**config.mk**
```make
export PLATFORM = sky130hd
export DESIGN_NAME = blq_access_qualifier
export DESIGN_NICKNAME = d
export VERILOG_FILES = /design/src/rtl/blq_pkg.sv /design/src/rtl/blq_lane_decode.sv /design/src/rtl/blq_addr_map.sv /design/src/rtl/blq_wr_pick.sv /design/src/rtl/blq_rd_place.sv /design/src/rtl/blq_access_qualifier.sv
export SDC_FILE = /design/constraint.sdc
export NUM_CORES = 1
export LEC_CHECK = 0
export CORE_MARGIN = 1
export CORE_UTILIZATION = 25
export CTS_CLUSTER_DIAMETER = 40
export DETAILED_ROUTE_END_ITERATION = 10
export GPL_ROUTABILITY_DRIVEN = 0
export PLACE_DENSITY_LB_ADDON = 0.15
export SETUP_SLACK_MARGIN = 0.1
export SKIP_CTS_REPAIR_TIMING = 1
export SKIP_LAST_GASP = 1
export SLEW_MARGIN = 10
export SYNTH_ARGS = -nofsm -noshare
export SYNTH_HDL_FRONTEND = slang
export SYNTH_SLANG_ARGS = --single-unit
```
**constraint.sdc**
```tcl
create_clock -name clk -period 1.34 [get_ports clk]
set_input_delay 0.268 -clock clk [delete_from_list [all_inputs] [get_ports clk]]
set_output_delay 0.268 -clock clk [all_outputs]
set_load 0.02 [all_outputs]
```
**src/rtl/blq_pkg.sv**
```systemverilog
package blq_pkg;
   typedef enum logic {
      SPACE_IO  = 1'b0,
      SPACE_MEM = 1'b1
   } space_e;

   typedef enum logic {
      REGION_BYTE = 1'b0,
      REGION_WIDE = 1'b1
   } region_e;
endpackage

```
**src/rtl/blq_lane_decode.sv**
```systemverilog
module blq_lane_decode #(
   parameter int LANES = 4
) (
   input  blq_pkg::space_e           space,
   input  blq_pkg::region_e          region,
   input  logic [$clog2(LANES)-1:0]  addr_lane,
   input  logic [$clog2(LANES)-1:0]  lane_cfg,
   input  logic [LANES-1:0]          be_n,
   output logic [$clog2(LANES)-1:0]  live_lane,
   output logic [LANES-1:0]          lane_mask,
   output logic                      qualified
);
   import blq_pkg::*;

   localparam int LW = $clog2(LANES);

   logic [LANES-1:0] be;
   logic [LANES-1:0] expect_oh;
   logic [LANES-1:0] lane_hit;
   logic             byte_ok;

   assign be = ~be_n;

   always_comb begin
      if (region == REGION_WIDE)
         live_lane = '0;
      else if (space == SPACE_MEM)
         live_lane = lane_cfg;
      else
         live_lane = addr_lane;
   end

   for (genvar g = 0; g < LANES; g++) begin : g_lane
      assign expect_oh[g] = (live_lane == LW'(g));
      assign lane_hit[g]  = (be[g] == expect_oh[g]);
   end

   assign byte_ok   = &lane_hit;
   assign qualified = (region == REGION_WIDE) || byte_ok;
   assign lane_mask = (region == REGION_WIDE) ? be : expect_oh;

   always_comb begin
      if (region == REGION_BYTE && qualified)
         p_byte_single_enable_r4: assert ($countones(be_n) == LANES - 1);
   end
endmodule

```
**src/rtl/blq_addr_map.sv**
```systemverilog
module blq_addr_map #(
   parameter int ADDR_W = 16,
   parameter int LANES  = 4
) (
   input  logic [ADDR_W-1:0] bus_addr,
   input  blq_pkg::space_e   space,
   input  blq_pkg::region_e  region,
   output logic [ADDR_W-1:0] loc_addr
);
   import blq_pkg::*;

   localparam int SHIFT = $clog2(LANES);

   if (ADDR_W <= SHIFT) begin : g_bad_addr_w
      $error("ADDR_W must exceed the lane index width");
   end

   logic [ADDR_W-1:0] dword_idx;
   logic              packed_map;

   assign dword_idx  = bus_addr >> SHIFT;
   assign packed_map = (space == SPACE_IO) && (region == REGION_BYTE);
   assign loc_addr   = packed_map ? bus_addr : dword_idx;
endmodule

```
**src/rtl/blq_wr_pick.sv**
```systemverilog
module blq_wr_pick #(
   parameter int LANES = 4
) (
   input  logic [8*LANES-1:0]        wdata,
   input  logic [$clog2(LANES)-1:0]  live_lane,
   output logic [7:0]                wr_byte
);
   localparam int LW = $clog2(LANES);

   always_comb begin
      wr_byte = '0;
      for (int i = 0; i < LANES; i++) begin
         if (live_lane == LW'(i))
            wr_byte = wdata[8*i +: 8];
      end
   end
endmodule

```
**src/rtl/blq_rd_place.sv**
```systemverilog
module blq_rd_place #(
   parameter int LANES        = 4,
   parameter bit WIDE_RD_ZERO = 1'b1
) (
   input  blq_pkg::region_e   region,
   input  logic [LANES-1:0]   lane_mask,
   input  logic [8*LANES-1:0] loc_rdata,
   output logic [8*LANES-1:0] rd_bus
);
   import blq_pkg::*;

   for (genvar g = 0; g < LANES; g++) begin : g_lane
      logic [7:0] byte_val;
      logic [7:0] wide_val;

      assign byte_val = lane_mask[g] ? loc_rdata[7:0] : 8'h00;

      if (WIDE_RD_ZERO) begin : g_mask
         assign wide_val = lane_mask[g] ? loc_rdata[8*g +: 8] : 8'h00;
      end else begin : g_pass
         assign wide_val = loc_rdata[8*g +: 8];
      end

      assign rd_bus[8*g +: 8] = (region == REGION_WIDE) ? wide_val : byte_val;
   end
endmodule

```
**src/rtl/blq_access_qualifier.sv**
```systemverilog
module blq_access_qualifier #(
   parameter int ADDR_W       = 16,
   parameter int LANES        = 4,
   parameter bit WIDE_RD_ZERO = 1'b1
) (
   input  logic                      clk,
   input  logic                      rst_n,
   input  logic                      req_valid,
   input  logic                      req_write,
   input  logic                      req_mem,
   input  logic                      req_wide,
   input  logic [ADDR_W-1:0]         req_addr,
   input  logic [LANES-1:0]          req_be_n,
   input  logic [8*LANES-1:0]        req_wdata,
   input  logic [$clog2(LANES)-1:0]  lane_cfg,
   output logic                      acc_stb,
   output logic                      acc_write,
   output logic [ADDR_W-1:0]         loc_addr,
   output logic [LANES-1:0]          loc_be,
   output logic [7:0]                loc_wbyte,
   output logic [8*LANES-1:0]        loc_wdata,
   input  logic [8*LANES-1:0]        loc_rdata,
   output logic                      rsp_done,
   output logic [8*LANES-1:0]        rsp_rdata
);
   import blq_pkg::*;

   localparam int LW     = $clog2(LANES);
   localparam int DATA_W = 8 * LANES;

   if (LANES < 2 || (LANES & (LANES - 1)) != 0) begin : g_bad_lanes
      $error("LANES must be a power of two and at least 2");
   end

   // request decode
   space_e            space_in;
   region_e           region_in;
   logic [LW-1:0]     live_lane;
   logic [LANES-1:0]  lane_mask;
   logic              qualified;
   logic [ADDR_W-1:0] addr_mapped;
   logic [7:0]        wr_byte;

   assign space_in  = req_mem  ? SPACE_MEM   : SPACE_IO;
   assign region_in = req_wide ? REGION_WIDE : REGION_BYTE;

   blq_lane_decode #(.LANES(LANES)) u_decode (
      .space     (space_in),
      .region    (region_in),
      .addr_lane (req_addr[LW-1:0]),
      .lane_cfg  (lane_cfg),
      .be_n      (req_be_n),
      .live_lane (live_lane),
      .lane_mask (lane_mask),
      .qualified (qualified)
   );

   blq_addr_map #(.ADDR_W(ADDR_W), .LANES(LANES)) u_addr (
      .bus_addr (req_addr),
      .space    (space_in),
      .region   (region_in),
      .loc_addr (addr_mapped)
   );

   blq_wr_pick #(.LANES(LANES)) u_wr (
      .wdata     (req_wdata),
      .live_lane (live_lane),
      .wr_byte   (wr_byte)
   );

   // stage 1: local side
   logic    s1_valid;
   logic    s1_qual;
   region_e s1_region;

   always_ff @(posedge clk or negedge rst_n) begin
      if (!rst_n) begin
         s1_valid  <= 1'b0;
         s1_qual   <= 1'b0;
         s1_region <= REGION_BYTE;
         acc_stb   <= 1'b0;
         acc_write <= 1'b0;
         loc_addr  <= '0;
         loc_be    <= '0;
         loc_wbyte <= '0;
         loc_wdata <= '0;
      end else begin
         s1_valid <= req_valid;
         acc_stb  <= req_valid && qualified;
         if (req_valid) begin
            s1_qual   <= qualified;
            s1_region <= region_in;
            acc_write <= req_write;
            loc_addr  <= addr_mapped;
            loc_be    <= lane_mask;
            loc_wbyte <= wr_byte;
            loc_wdata <= req_wdata;
         end
      end
   end

   // stage 2: bus response
   logic [DATA_W-1:0] rd_bus;

   blq_rd_place #(.LANES(LANES), .WIDE_RD_ZERO(WIDE_RD_ZERO)) u_rd (
      .region    (s1_region),
      .lane_mask (loc_be),
      .loc_rdata (loc_rdata),
      .rd_bus    (rd_bus)
   );

   always_ff @(posedge clk or negedge rst_n) begin
      if (!rst_n) begin
         rsp_done  <= 1'b0;
         rsp_rdata <= '0;
      end else begin
         rsp_done  <= s1_valid;
         if (s1_valid)
            rsp_rdata <= (s1_qual && !acc_write) ? rd_bus : '0;
      end
   end

   // checks
   p_stb_after_req_r11: assert property (@(posedge clk) disable iff (!rst_n)
      acc_stb |-> $past(req_valid));

   p_dir_follows_req_r11: assert property (@(posedge clk) disable iff (!rst_n)
      acc_stb |-> acc_write == $past(req_write));

   p_done_after_req_r10: assert property (@(posedge clk) disable iff (!rst_n)
      rsp_done |-> $past(req_valid, 2));

   p_unqual_zero_r10: assert property (@(posedge clk) disable iff (!rst_n)
      (rsp_done && !$past(acc_stb)) |-> rsp_rdata == '0);

   p_byte_one_lane_r7: assert property (@(posedge clk) disable iff (!rst_n)
      (acc_stb && s1_region == REGION_BYTE) |-> $countones(loc_be) == 1);
endmodule

```
==> impl_results.md <==
- RSZ-0062 raised after global routing: true
- Drc violations: 0
- Max incr delay on CP: 0.41 ns
- Die span in y: 135 um
- FMAX: 819 MHz
- First-pass GRT wire length: 21300 um
- 1st-iter DRT viols: 95
- CTS Sinks: 98
- Min-delay worst type: in -> reg
- PD cells: 1100 nW/um2
- Wirelength per Cell: 16.3 um
- CTS Buf Count: 9
- Distinct cell type count of the synthesized netlist: 42
- Global route total overflow: 0
- NumNets Final: 706
- Antenna viol nets, final: 0
- Max Slew Vio Count: 0
- Fin. Hold Viols: 0
- CTS tree: built
- Via count: 3757
- Critical path's top delay family: simple AND/OR/NAND/NOR gates
- Max cap viols: 0
- Worst Path Buf+Inv: 0
- Design Power: 7.88 mW
- Initial Utilization: 25.6%
- Crit path cell chain: and3b_1 > nand2_1 > o22ai_1
- Slowest-stage cell, CP: dfrtp_2
- Worst slew pin tran: 0.405 ns
- Top cells by area, synth: dfrtp_1 (56%), mux2_2 (8.7%), mux2i_1 (4.8%)
- Syn Inst Count: 387
- Core Area: 17200 um2
- Mean area per synthesized cell: 11.4 um2
- Crit. End Element: flip-flop
- CP Class: reg -> reg
- # IOs: 187
- WP data arrival: 1.48 ns
- Post-DP HPWL: 10400 um
- DRT Pass-1 Iters: 4
- Critical Path Fanout Max: 8
- Worst setup SP type: flip-flop
- Avg Vias per Cell: 4.45
- Layout area overhead: 62.9%
- Reg clk slew, reported paths: 0.07 ns
- Vias in the first global route: 3881
- Die ar.: 18200 um2
- Fill cells: 1673
- Ratio of cells with drive above 1 in the final layout: 28.6%
- Setup Viol. Count Final: 0
- Routed WL: 13800 um
- Tot GR Track Use: 15.4%
- CTS root buf: clkbuf_16
- Largest net degree at the start of global routing: 69
- Hold slack final: 0.393 ns
- CTS H-tree depth: 3
- Peak supply drop: 0.000607 V
- Final period util: 91.1%
- Dominant cell type by area after synthesis: dfrtp_1
- Maximum buffer depth of the clock tree: 2
- Clock insertion delay at the later pin of the skew report: 0.35 ns
- Status: completed
- Minimum clock period: 1.22 ns
- Worst rel slew slack: 73.0%
- PortBufs: 186
- Number of synthesized register bits: 98
- Syn_nets: 479
- Synth top area share: 55.7%
- Rows: 48
- Leak: 3.60 nW
- Die Width: 135 um
- Worst Skew: 0.00659 ns
- Cell area after synthesis: 4410 um2
- Seq/Total Area, Yosys: 55.7%
- Antenna violations before repair: 1
- YS warnings: 0
- Worst Path Required: 1.60 ns
metrics by stage:
| stage | util [%] | setup WS, ns | area, um2 | std cells | TNS [ns] |
|---|---|---|---|---|---|
| after floorplan | - | 0.0223 | 4440 | 387 | 0 |
| after CTS | 41.7 | -0.303 | 7180 | 841 | -27.82 |
| after global placement | 39.9 | -0.537 | 6880 | 825 | -13.51 |
| after global routing | 41.6 | 0.0177 | 7180 | 844 | 0 |
| final | 41.6 | 0.119 | 7180 | 845 | 0 |
| after detailed placement | 39.9 | -0.601 | 6880 | 825 | -14.63 |
worst min-delay path, cell delays in order:
cell and delay, ns:
dlymetal6s2s_1 0.12, buf_4 0.14, nand2b_1 0.10, a31oi_1 0.07
state kept, by name, indices dropped and copies added, names as in the netlist, 4 cells and up:
register and cells:
loc_be 4, rsp_rdata 32, loc_wdata 32, loc_wbyte 8
loc_addr 16
power breakdown:
| group | total (mW) | internal [mW] | switching [mW] |
|---|---|---|---|
| clock | 2.64 | 1.50 | 1.14 |
| combinational | 1.89 | 0.920 | 0.967 |
| sequential | 3.35 | 3.21 | 0.139 |
| total | 7.88 | 5.63 | 2.25 |
cells by family after synthesis:
logic type             count (synthesis)  share of synthesized area, %
multiplexers                          58                          14.5
flip-flops                            98                          55.7
AND/OR/NAND/NOR                       61                          7.89
buffers and inverters                 61                          5.74
AO/OA/AOI/OAI                        109                          16.2
final timing paths:
kind	from	to	slack [ns]	cells past startpoint
worst min-delay path	req_be_n[3]	loc_be[3]	0.39	4
worst max register to register	acc_write	rsp_rdata[26]	0.12	3
max in group asynchronous	rst_n	rsp_rdata[20]	0.51	3
min in group asynchronous	rst_n	rsp_rdata[1]	0.48	3
worst max-delay path	acc_write	rsp_rdata[26]	0.12	3
worst min register to register	loc_wbyte[7]	loc_wbyte[7]	0.47	1
placed cells by master, fill, tap and decap left out, types with 2 or more instances in the layout:
cell	Yosys	routed
dfrtp_1	98	96
clkdlybuf4s50_1	0	81
dlymetal6s2s_1	0	53
clkbuf_2	0	49
buf_4	1	43
a21oi_1	41	41
inv_1	39	39
mux2_2	34	34
o22ai_1	26	26
nor2_1	21	21
mux2i_1	21	20
nand2_1	16	15
o21ai_1	9	9
clkbuf_16	0	9
nor2b_1	8	8
a22oi_2	0	6
o211ai_1	6	6
o21a_1	6	6
buf_12	0	6
nand3_1	3	3
buf_6	2	3
nor2_8	2	2
a31oi_4	0	2
a31oi_1	2	2
mux2_1	2	2
nand2b_1	2	2
o21ai_0	2	2
dfrtp_2	0	2
clkbuf_1	14	2
synth_stat cells (all sizes together):
master,count
a211oi,1
a21oi,41
a22oi,7
a31o,1
a31oi,4
and2,1
and3b,1
and4b,1
buf,7
clkbuf,14
dfrtp,98
inv,40
mux2,36
mux2i,22
nand2,16
nand2b,2
nand3,3
nand4bb,1
nor2,24
nor2b,8
nor3,1
nor4bb,1
o211ai,7
o21a,6
o21ai,11
o221ai,2
o22ai,26
o2bb2ai,1
o32ai,1
o41ai,1
or2b,1
or3,1
layout make-up:
type	instances	area, um2	share of cell area [%]
timing repair buffer	237	2220	30.9
clock inverter	4	51.3	0.715
clock buffer	12	246	3.43
multi-input combinational	228	1770	24.7
tap	225	282	3.92
antenna	1	2.50	0.0349
sequential	98	2450	34.2
inverter	40	150	2.09
layer usage:
layer	routed length [um]	up-vias	GRT usage, %
li1	-	1821	-
met1	6080	1790	20.1
met2	6360	133	24.1
met3	1150	13	4.95
met4	180	0	4.87
met5	0	-	0
Note: power is estimated with default switching activity, not from simulation.
